--- config.mk ---
export PLATFORM = sky130hd
export DESIGN_NAME = pwm_pair_timer
export DESIGN_NICKNAME = d
export VERILOG_FILES = /design/src/rtl/pwmt_pkg.sv /design/src/rtl/pwmt_prescale.sv /design/src/rtl/pwmt_counter.sv /design/src/rtl/pwmt_channel.sv /design/src/rtl/pwm_pair_timer.sv
export SDC_FILE = /design/constraint.sdc
export NUM_CORES = 1
export LEC_CHECK = 0
export ABC_AREA = 1
export BUFFER_PORTS_ARGS = -buffer_cell sky130_fd_sc_hd__buf_2
export CAP_MARGIN = 0
export CORE_ASPECT_RATIO = 2
export CORE_UTILIZATION = 60
export DETAILED_ROUTE_END_ITERATION = 6
export PLACE_DENSITY = 0.88
export SYNTH_ARGS = -nofsm -noshare
export SYNTH_HDL_FRONTEND = slang
export SYNTH_SLANG_ARGS = --single-unit
export TNS_END_PERCENT = 10
--- constraint.sdc ---
create_clock -name clk -period 3.3 [get_ports clk]
set_input_delay 0.165 -clock clk [delete_from_list [all_inputs] [get_ports clk]]
set_output_delay 0.165 -clock clk [all_outputs]
set_load 0.01 [all_outputs]
--- src/rtl/pwmt_pkg.sv ---
package pwmt_pkg;

    // Register map of the write port
    typedef enum logic [2:0] {
        REG_CTRL   = 3'd0,
        REG_PERIOD = 3'd1,
        REG_CMPA   = 3'd2,
        REG_CMPB   = 3'd3,
        REG_CHCFG  = 3'd4
    } reg_addr_e;

    // Control word bit positions
    localparam int CTRL_HALT_BIT = 0;
    localparam int CTRL_CLR_BIT  = 1;
    localparam int CTRL_SEL_LSB  = 2;

    typedef enum logic [1:0] {
        MODE_OFF    = 2'b00,
        MODE_SINGLE = 2'b01,
        MODE_PAIR   = 2'b10,
        MODE_RSVD   = 2'b11
    } ch_mode_e;

    // Channel configuration word: {tov, els[1:0], mode[1:0]}
    typedef struct packed {
        logic       tov;
        logic [1:0] els;
        ch_mode_e   mode;
    } ch_cfg_t;

    localparam int CFG_W = $bits(ch_cfg_t);

endpackage

--- src/rtl/pwmt_prescale.sv ---
module pwmt_prescale #(
    parameter int PS_LOG_MAX = 6,
    parameter int SEL_W      = 3
) (
    input  logic             clk,
    input  logic             rst,
    input  logic             run_i,
    input  logic             clr_i,
    input  logic [SEL_W-1:0] sel_i,
    output logic             tick_o
);

    logic [PS_LOG_MAX-1:0] div_q;
    logic [PS_LOG_MAX-1:0] mask;

    // Low 'sel' bits of the divider must all be set for a tick
    always_comb begin
        for (int i = 0; i < PS_LOG_MAX; i++) begin
            mask[i] = (int'(sel_i) > i);
        end
    end

    assign tick_o = run_i && ((div_q & mask) == mask);

    always_ff @(posedge clk) begin
        if (rst || clr_i) begin
            div_q <= '0;
        end else if (run_i) begin
            div_q <= div_q + 1'b1;
        end
    end


    undivided_tick_chk: assert property (@(posedge clk) disable iff (rst)
        (run_i && sel_i == '0) |-> tick_o);

endmodule

--- src/rtl/pwmt_counter.sv ---
module pwmt_counter #(
    parameter int CNT_W = 16
) (
    input  logic             clk,
    input  logic             rst,
    input  logic             tick_i,
    input  logic             clr_i,
    input  logic [CNT_W-1:0] period_i,
    output logic [CNT_W-1:0] cnt_o,
    output logic             ovf_o
);

    logic [CNT_W-1:0] cnt_q;

    assign ovf_o = tick_i && (cnt_q == period_i);
    assign cnt_o = cnt_q;

    always_ff @(posedge clk) begin
        if (rst || clr_i) begin
            cnt_q <= '0;
        end else if (ovf_o) begin
            cnt_q <= '0;
        end else if (tick_i) begin
            cnt_q <= cnt_q + 1'b1;
        end
    end


    wrap_to_zero_chk: assert property (@(posedge clk) disable iff (rst)
        ovf_o |=> (cnt_q == '0));


    ovf_single_chk: assert property (@(posedge clk) disable iff (rst)
        ovf_o |=> (!ovf_o || period_i == '0));


    frozen_count_chk: assert property (@(posedge clk) disable iff (rst)
        (!tick_i && !clr_i) |=> $stable(cnt_q));

endmodule

--- src/rtl/pwmt_channel.sv ---
module pwmt_channel
    import pwmt_pkg::*;
#(
    parameter int CNT_W = 16
) (
    input  logic             clk,
    input  logic             rst,
    input  ch_cfg_t          cfg_i,
    input  logic [CNT_W-1:0] cmp_a_i,
    input  logic [CNT_W-1:0] cmp_b_i,
    input  logic             wr_a_i,
    input  logic             wr_b_i,
    input  logic             tick_i,
    input  logic             ovf_i,
    input  logic [CNT_W-1:0] cnt_i,
    output logic             pwm_o
);

    logic             pwm_q;
    logic             act_b_q;   // paired mode: B is the live compare value
    logic             pend_q;    // idle register loaded, swap at next wrap
    logic             pair;
    logic             en;
    logic             hit;
    logic             wr_idle;
    logic             swap;
    logic [CNT_W-1:0] cmp_act;

    assign pair    = (cfg_i.mode == MODE_PAIR);
    assign en      = (cfg_i.mode != MODE_OFF) && cfg_i.els[1];
    assign cmp_act = (pair && act_b_q) ? cmp_b_i : cmp_a_i;
    assign hit     = en && tick_i && (cnt_i == cmp_act);
    assign wr_idle = pair && (act_b_q ? wr_a_i : wr_b_i);
    assign swap    = pair && ovf_i && pend_q;
    assign pwm_o   = pwm_q;

    always_ff @(posedge clk) begin
        if (rst) begin
            pwm_q   <= 1'b0;
            act_b_q <= 1'b0;
            pend_q  <= 1'b0;
        end else begin
            if (swap) begin
                act_b_q <= ~act_b_q;
            end
            pend_q <= swap ? 1'b0 : (pend_q | wr_idle);
            if (hit) begin
                pwm_q <= cfg_i.els[0];
            end else if (en && cfg_i.tov && ovf_i) begin
                pwm_q <= ~pwm_q;
            end
        end
    end


    swap_at_wrap_chk: assert property (@(posedge clk) disable iff (rst)
        !ovf_i |=> $stable(act_b_q));


    wrap_toggle_chk: assert property (@(posedge clk) disable iff (rst)
        (en && cfg_i.tov && ovf_i && cnt_i != cmp_act) |=> (pwm_q != $past(pwm_q)));

endmodule

--- src/rtl/pwm_pair_timer.sv ---
module pwm_pair_timer
    import pwmt_pkg::*;
#(
    parameter int CNT_W      = 16,
    parameter int PS_LOG_MAX = 6,
    parameter int ADDR_W     = 3
) (
    input  logic              clk,
    input  logic              rst,
    input  logic              wr_en,
    input  logic [ADDR_W-1:0] wr_addr,
    input  logic [CNT_W-1:0]  wr_data,
    output logic              pwm_out,
    output logic              ovf_strobe,
    output logic [CNT_W-1:0]  count
);

    localparam int SEL_W = $clog2(PS_LOG_MAX + 1);

    logic             halt_q;
    logic [SEL_W-1:0] sel_q;
    logic [CNT_W-1:0] period_q;
    logic [CNT_W-1:0] cmp_a_q;
    logic [CNT_W-1:0] cmp_b_q;
    ch_cfg_t          cfg_q;

    logic wr_ctrl, wr_per, wr_a, wr_b, wr_cfg;
    logic clr_pulse, tick, ovf;

    assign wr_ctrl   = wr_en && (wr_addr == ADDR_W'(REG_CTRL));
    assign wr_per    = wr_en && (wr_addr == ADDR_W'(REG_PERIOD));
    assign wr_a      = wr_en && (wr_addr == ADDR_W'(REG_CMPA));
    assign wr_b      = wr_en && (wr_addr == ADDR_W'(REG_CMPB));
    assign wr_cfg    = wr_en && (wr_addr == ADDR_W'(REG_CHCFG));
    assign clr_pulse = wr_ctrl && wr_data[CTRL_CLR_BIT];

    always_ff @(posedge clk) begin
        if (rst) begin
            halt_q   <= 1'b1;
            sel_q    <= '0;
            period_q <= '1;
            cmp_a_q  <= '1;
            cmp_b_q  <= '1;
            cfg_q    <= '0;
        end else begin
            if (wr_ctrl) begin
                halt_q <= wr_data[CTRL_HALT_BIT];
                sel_q  <= wr_data[CTRL_SEL_LSB +: SEL_W];
            end
            if (wr_per) period_q <= wr_data;
            if (wr_a)   cmp_a_q  <= wr_data;
            if (wr_b)   cmp_b_q  <= wr_data;
            if (wr_cfg) cfg_q    <= ch_cfg_t'(wr_data[CFG_W-1:0]);
        end
    end

    pwmt_prescale #(
        .PS_LOG_MAX (PS_LOG_MAX),
        .SEL_W      (SEL_W)
    ) u_presc (
        .clk    (clk),
        .rst    (rst),
        .run_i  (!halt_q),
        .clr_i  (clr_pulse),
        .sel_i  (sel_q),
        .tick_o (tick)
    );

    pwmt_counter #(
        .CNT_W (CNT_W)
    ) u_cnt (
        .clk      (clk),
        .rst      (rst),
        .tick_i   (tick),
        .clr_i    (clr_pulse),
        .period_i (period_q),
        .cnt_o    (count),
        .ovf_o    (ovf)
    );

    pwmt_channel #(
        .CNT_W (CNT_W)
    ) u_ch (
        .clk     (clk),
        .rst     (rst),
        .cfg_i   (cfg_q),
        .cmp_a_i (cmp_a_q),
        .cmp_b_i (cmp_b_q),
        .wr_a_i  (wr_a),
        .wr_b_i  (wr_b),
        .tick_i  (tick),
        .ovf_i   (ovf),
        .cnt_i   (count),
        .pwm_o   (pwm_out)
    );

    assign ovf_strobe = ovf;


    halted_no_ovf_chk: assert property (@(posedge clk) disable iff (rst)
        halt_q |-> !ovf_strobe);

endmodule

==> metrics <==
hold slack final 0.06591 ns; category of the most critical setup path reg -> out; number of pins with negative max-slew slack in the final report 0; most frequently used flop master after synthesis dfxtp_1; CTS hold repair buffers 0; critical path startpoint category flip-flop; root buf cell clkbuf_16; synthesized area per cell 6.809 µm²; share of the clock period used by the worst path 68.72%; element type at the critical path end output port; Final min period 2.268 ns; setup repair after global routing missed its margin false; instance count along the most critical hold path 3; depth of the most critical reg-to-reg path 11; final number of hold-violating endpoints 0; total clock buffers created by CTS 9; synthesized instance count 602; Row Count 42; count of yosys warnings during synthesis 0; placeable core area 6621 µm²; half-perimeter wire length after placement 8527 µm; proportion of layout cells with a drive suffix above 1 13.46%; level count of the clock H-tree 3; postcts setup bufs 0; synthesized area 4099 µm²; Ports 40; average via count per standard cell 5.713; horizontal extent of the die 60.45 µm; maxcap violations 0; Area growth syn-to-layout 14.16%; die area 7186 µm²; total routed wirelength 11,630 µm; relative slew slack 56.65%; slew at the pin closest to its max-slew limit 0.6468 ns; port bufs 39; die height 118.9 µm; post-detailed-route DRC marker count 0; synthesis-stage register bit count 82; via total after detailed routing 4,153; dominant cell by count in the synthesized netlist nand2_1; area leader, netlist dfxtp_1; power density cells 494.7 nW/µm²; worst path arrival time 2.10 ns; source-to-sink clock delay at the later pin of the worst-skew pair 0.34 ns; main area contributors after synthesis dfxtp_1 40%, nand2_1 18%, nand3_1 8.1%; final-report setup violation count 0; Initial DRT Pass Iterations 5; sum of negative setup slack 0 ns; CTS tree built; number of antenna violations at the first check in global routing 0; post-synthesis cell type count 31; portion of synthesized cell area occupied by the leading cell type 40.05%; number of nets in the final layout 658; first-pass GRT wire length 18,420 µm; buffer levels on the longest clock path 2; CP Max Fanout 6; class of the tightest hold or removal check in -> reg; combined global-route utilization of all metal layers 35.09%; # diodes 0; Congestion Overflow GR 0; result of the run completed; Async SR Flop Fraction 0%; number of nets with antenna violations after detailed routing 0; Mapped Nets 626; total of cells resized after clock tree synthesis 0; wire per inst 16.00 µm; placed instance count 711; leading post-synthesis cells by instance count 200 x nand2_1, 82 x dfxtp_1, 66 x nand3_1, 60 x inv_1, 35 x nor2_1; max frequency 441.0 MHz; starting utilization of the core area 61.90%; vias in the first global route 3,923; Worst Skew 0.006392 ns; # clock sinks 82; final total power 0.002315 W; data required time of the critical path 3.13 ns; post-route non-filler standard cell count 727; last weighted congestion value of the routability-driven placer 1.013; sequential share of the synthesized area 40.05%; peak supply drop 0.3285 mV; number of flops mapped to enable cells by yosys 0; static leakage 2.155 nW; count of routing violations after the opening detailed-route iteration 312; clock-pin slew on the worst setup and hold paths 0.06 ns; pin count of the biggest net entering global routing 57
-- worst paths after layout --
path | start | endpoint | slack (ns)
setup / recovery | u_cnt.cnt_o[7] | ovf_strobe | 1.03
setup reg to reg | u_ch.act_b_q | u_ch.pwm_o | 1.13
hold reg to reg | cfg_q[3] | cfg_q[3] | 0.46
hold / removal | wr_data[12] | cmp_b_q[12] | 0.07
-- sequential cells by signal, indices dropped and copies added (netlist names) --
name,cells
cfg_q,5
cmp_a_q,16
cmp_b_q,16
halt_q,1
period_q,16
sel_q,3
u_ch.act_b_q,1
u_ch.pend_q,1
u_ch.pwm_o,1
u_cnt.cnt_o,16
u_presc.div_q,6
-- where the power goes --
group	total, W	internal (W)	switching, W
sequential	0.00104	0.00102	0.0000204
clock	0.00114	0.000746	0.000396
combinational	0.000136	0.0000453	0.0000910
total	0.00231	0.00181	0.000507
-- worst max-delay path, stage by stage (launching register included) --
cell and delay, ns:
dfxtp_1 0.38, xnor2_1 0.44, nand2_1 0.11, nor2_1 0.20, nand2_1 0.10, nor2_2 0.12, nand2_1 0.10, inv_1 0.16
buf_2 0.16
-- placed cells by master, fill, tap and decap left out --
| cell | instances |
|---|---|
| dfxtp_1 | 82 |
| a31oi_1 | 3 |
| nand4_1 | 15 |
| xor2_1 | 4 |
| nand3_2 | 3 |
| o21ai_0 | 20 |
| nand2_4 | 1 |
| inv_1 | 60 |
| o211ai_1 | 14 |
| nor2_1 | 35 |
| inv_2 | 7 |
| nand3_1 | 66 |
| nand2_1 | 200 |
| clkinv_4 | 1 |
| o21ai_1 | 2 |
| xnor2_1 | 14 |
| nor4_1 | 1 |
| nor3_1 | 4 |
| a211oi_1 | 1 |
| nor2_4 | 2 |
| clkbuf_8 | 4 |
| nand2_2 | 4 |
| buf_2 | 39 |
| nor2_2 | 4 |
| nand3_4 | 1 |
| o21ai_4 | 1 |
| buf_4 | 4 |
| clkbuf_16 | 9 |
| bufinv_16 | 2 |
| a21oi_1 | 27 |
| ha_1 | 2 |
| nor3_2 | 4 |
| nor3b_1 | 3 |
-- layout make-up --
| class | count | area, µm² |
|---|---|---|
| clock buffer | 13 | 280.3 |
| clock inverter | 3 | 68.82 |
| fill | 607 | 1942 |
| inverter | 67 | 251.5 |
| multi-input combinational | 431 | 2102 |
| sequential | 82 | 1642 |
| tap | 88 | 110.1 |
| timing repair buffer | 43 | 225.2 |
-- per-stage QoR --
| step | utilization, % | area [µm²] | worst slack [ns] |
|---|---|---|---|
| global placement | 65.40 | 4330 | 1.237 |
| floorplan | - | 4099 | 1.801 |
| detailed placement | 65.40 | 4330 | 1.221 |
| global route | 70.67 | 4679 | 0.9406 |
| CTS | 70.67 | 4679 | 1.166 |
| finish | 70.67 | 4679 | 1.032 |
-- layer usage --
metal  global-route usage [%]  routed length (µm)
met1                    37.94                4262
met2                    55.91                5943
met3                    9.229                 732
met4                    25.99                 692
met5                        0                   0
-- kinds of logic after synthesis --
group	share of synthesized area, %
simple gates	37.00
buf+inv	8.913
xor+xnor	3.846
compound gates	9.585
flops	40.05
fa+ha+maj	0.6104
(Power assumes the default switching activity.)
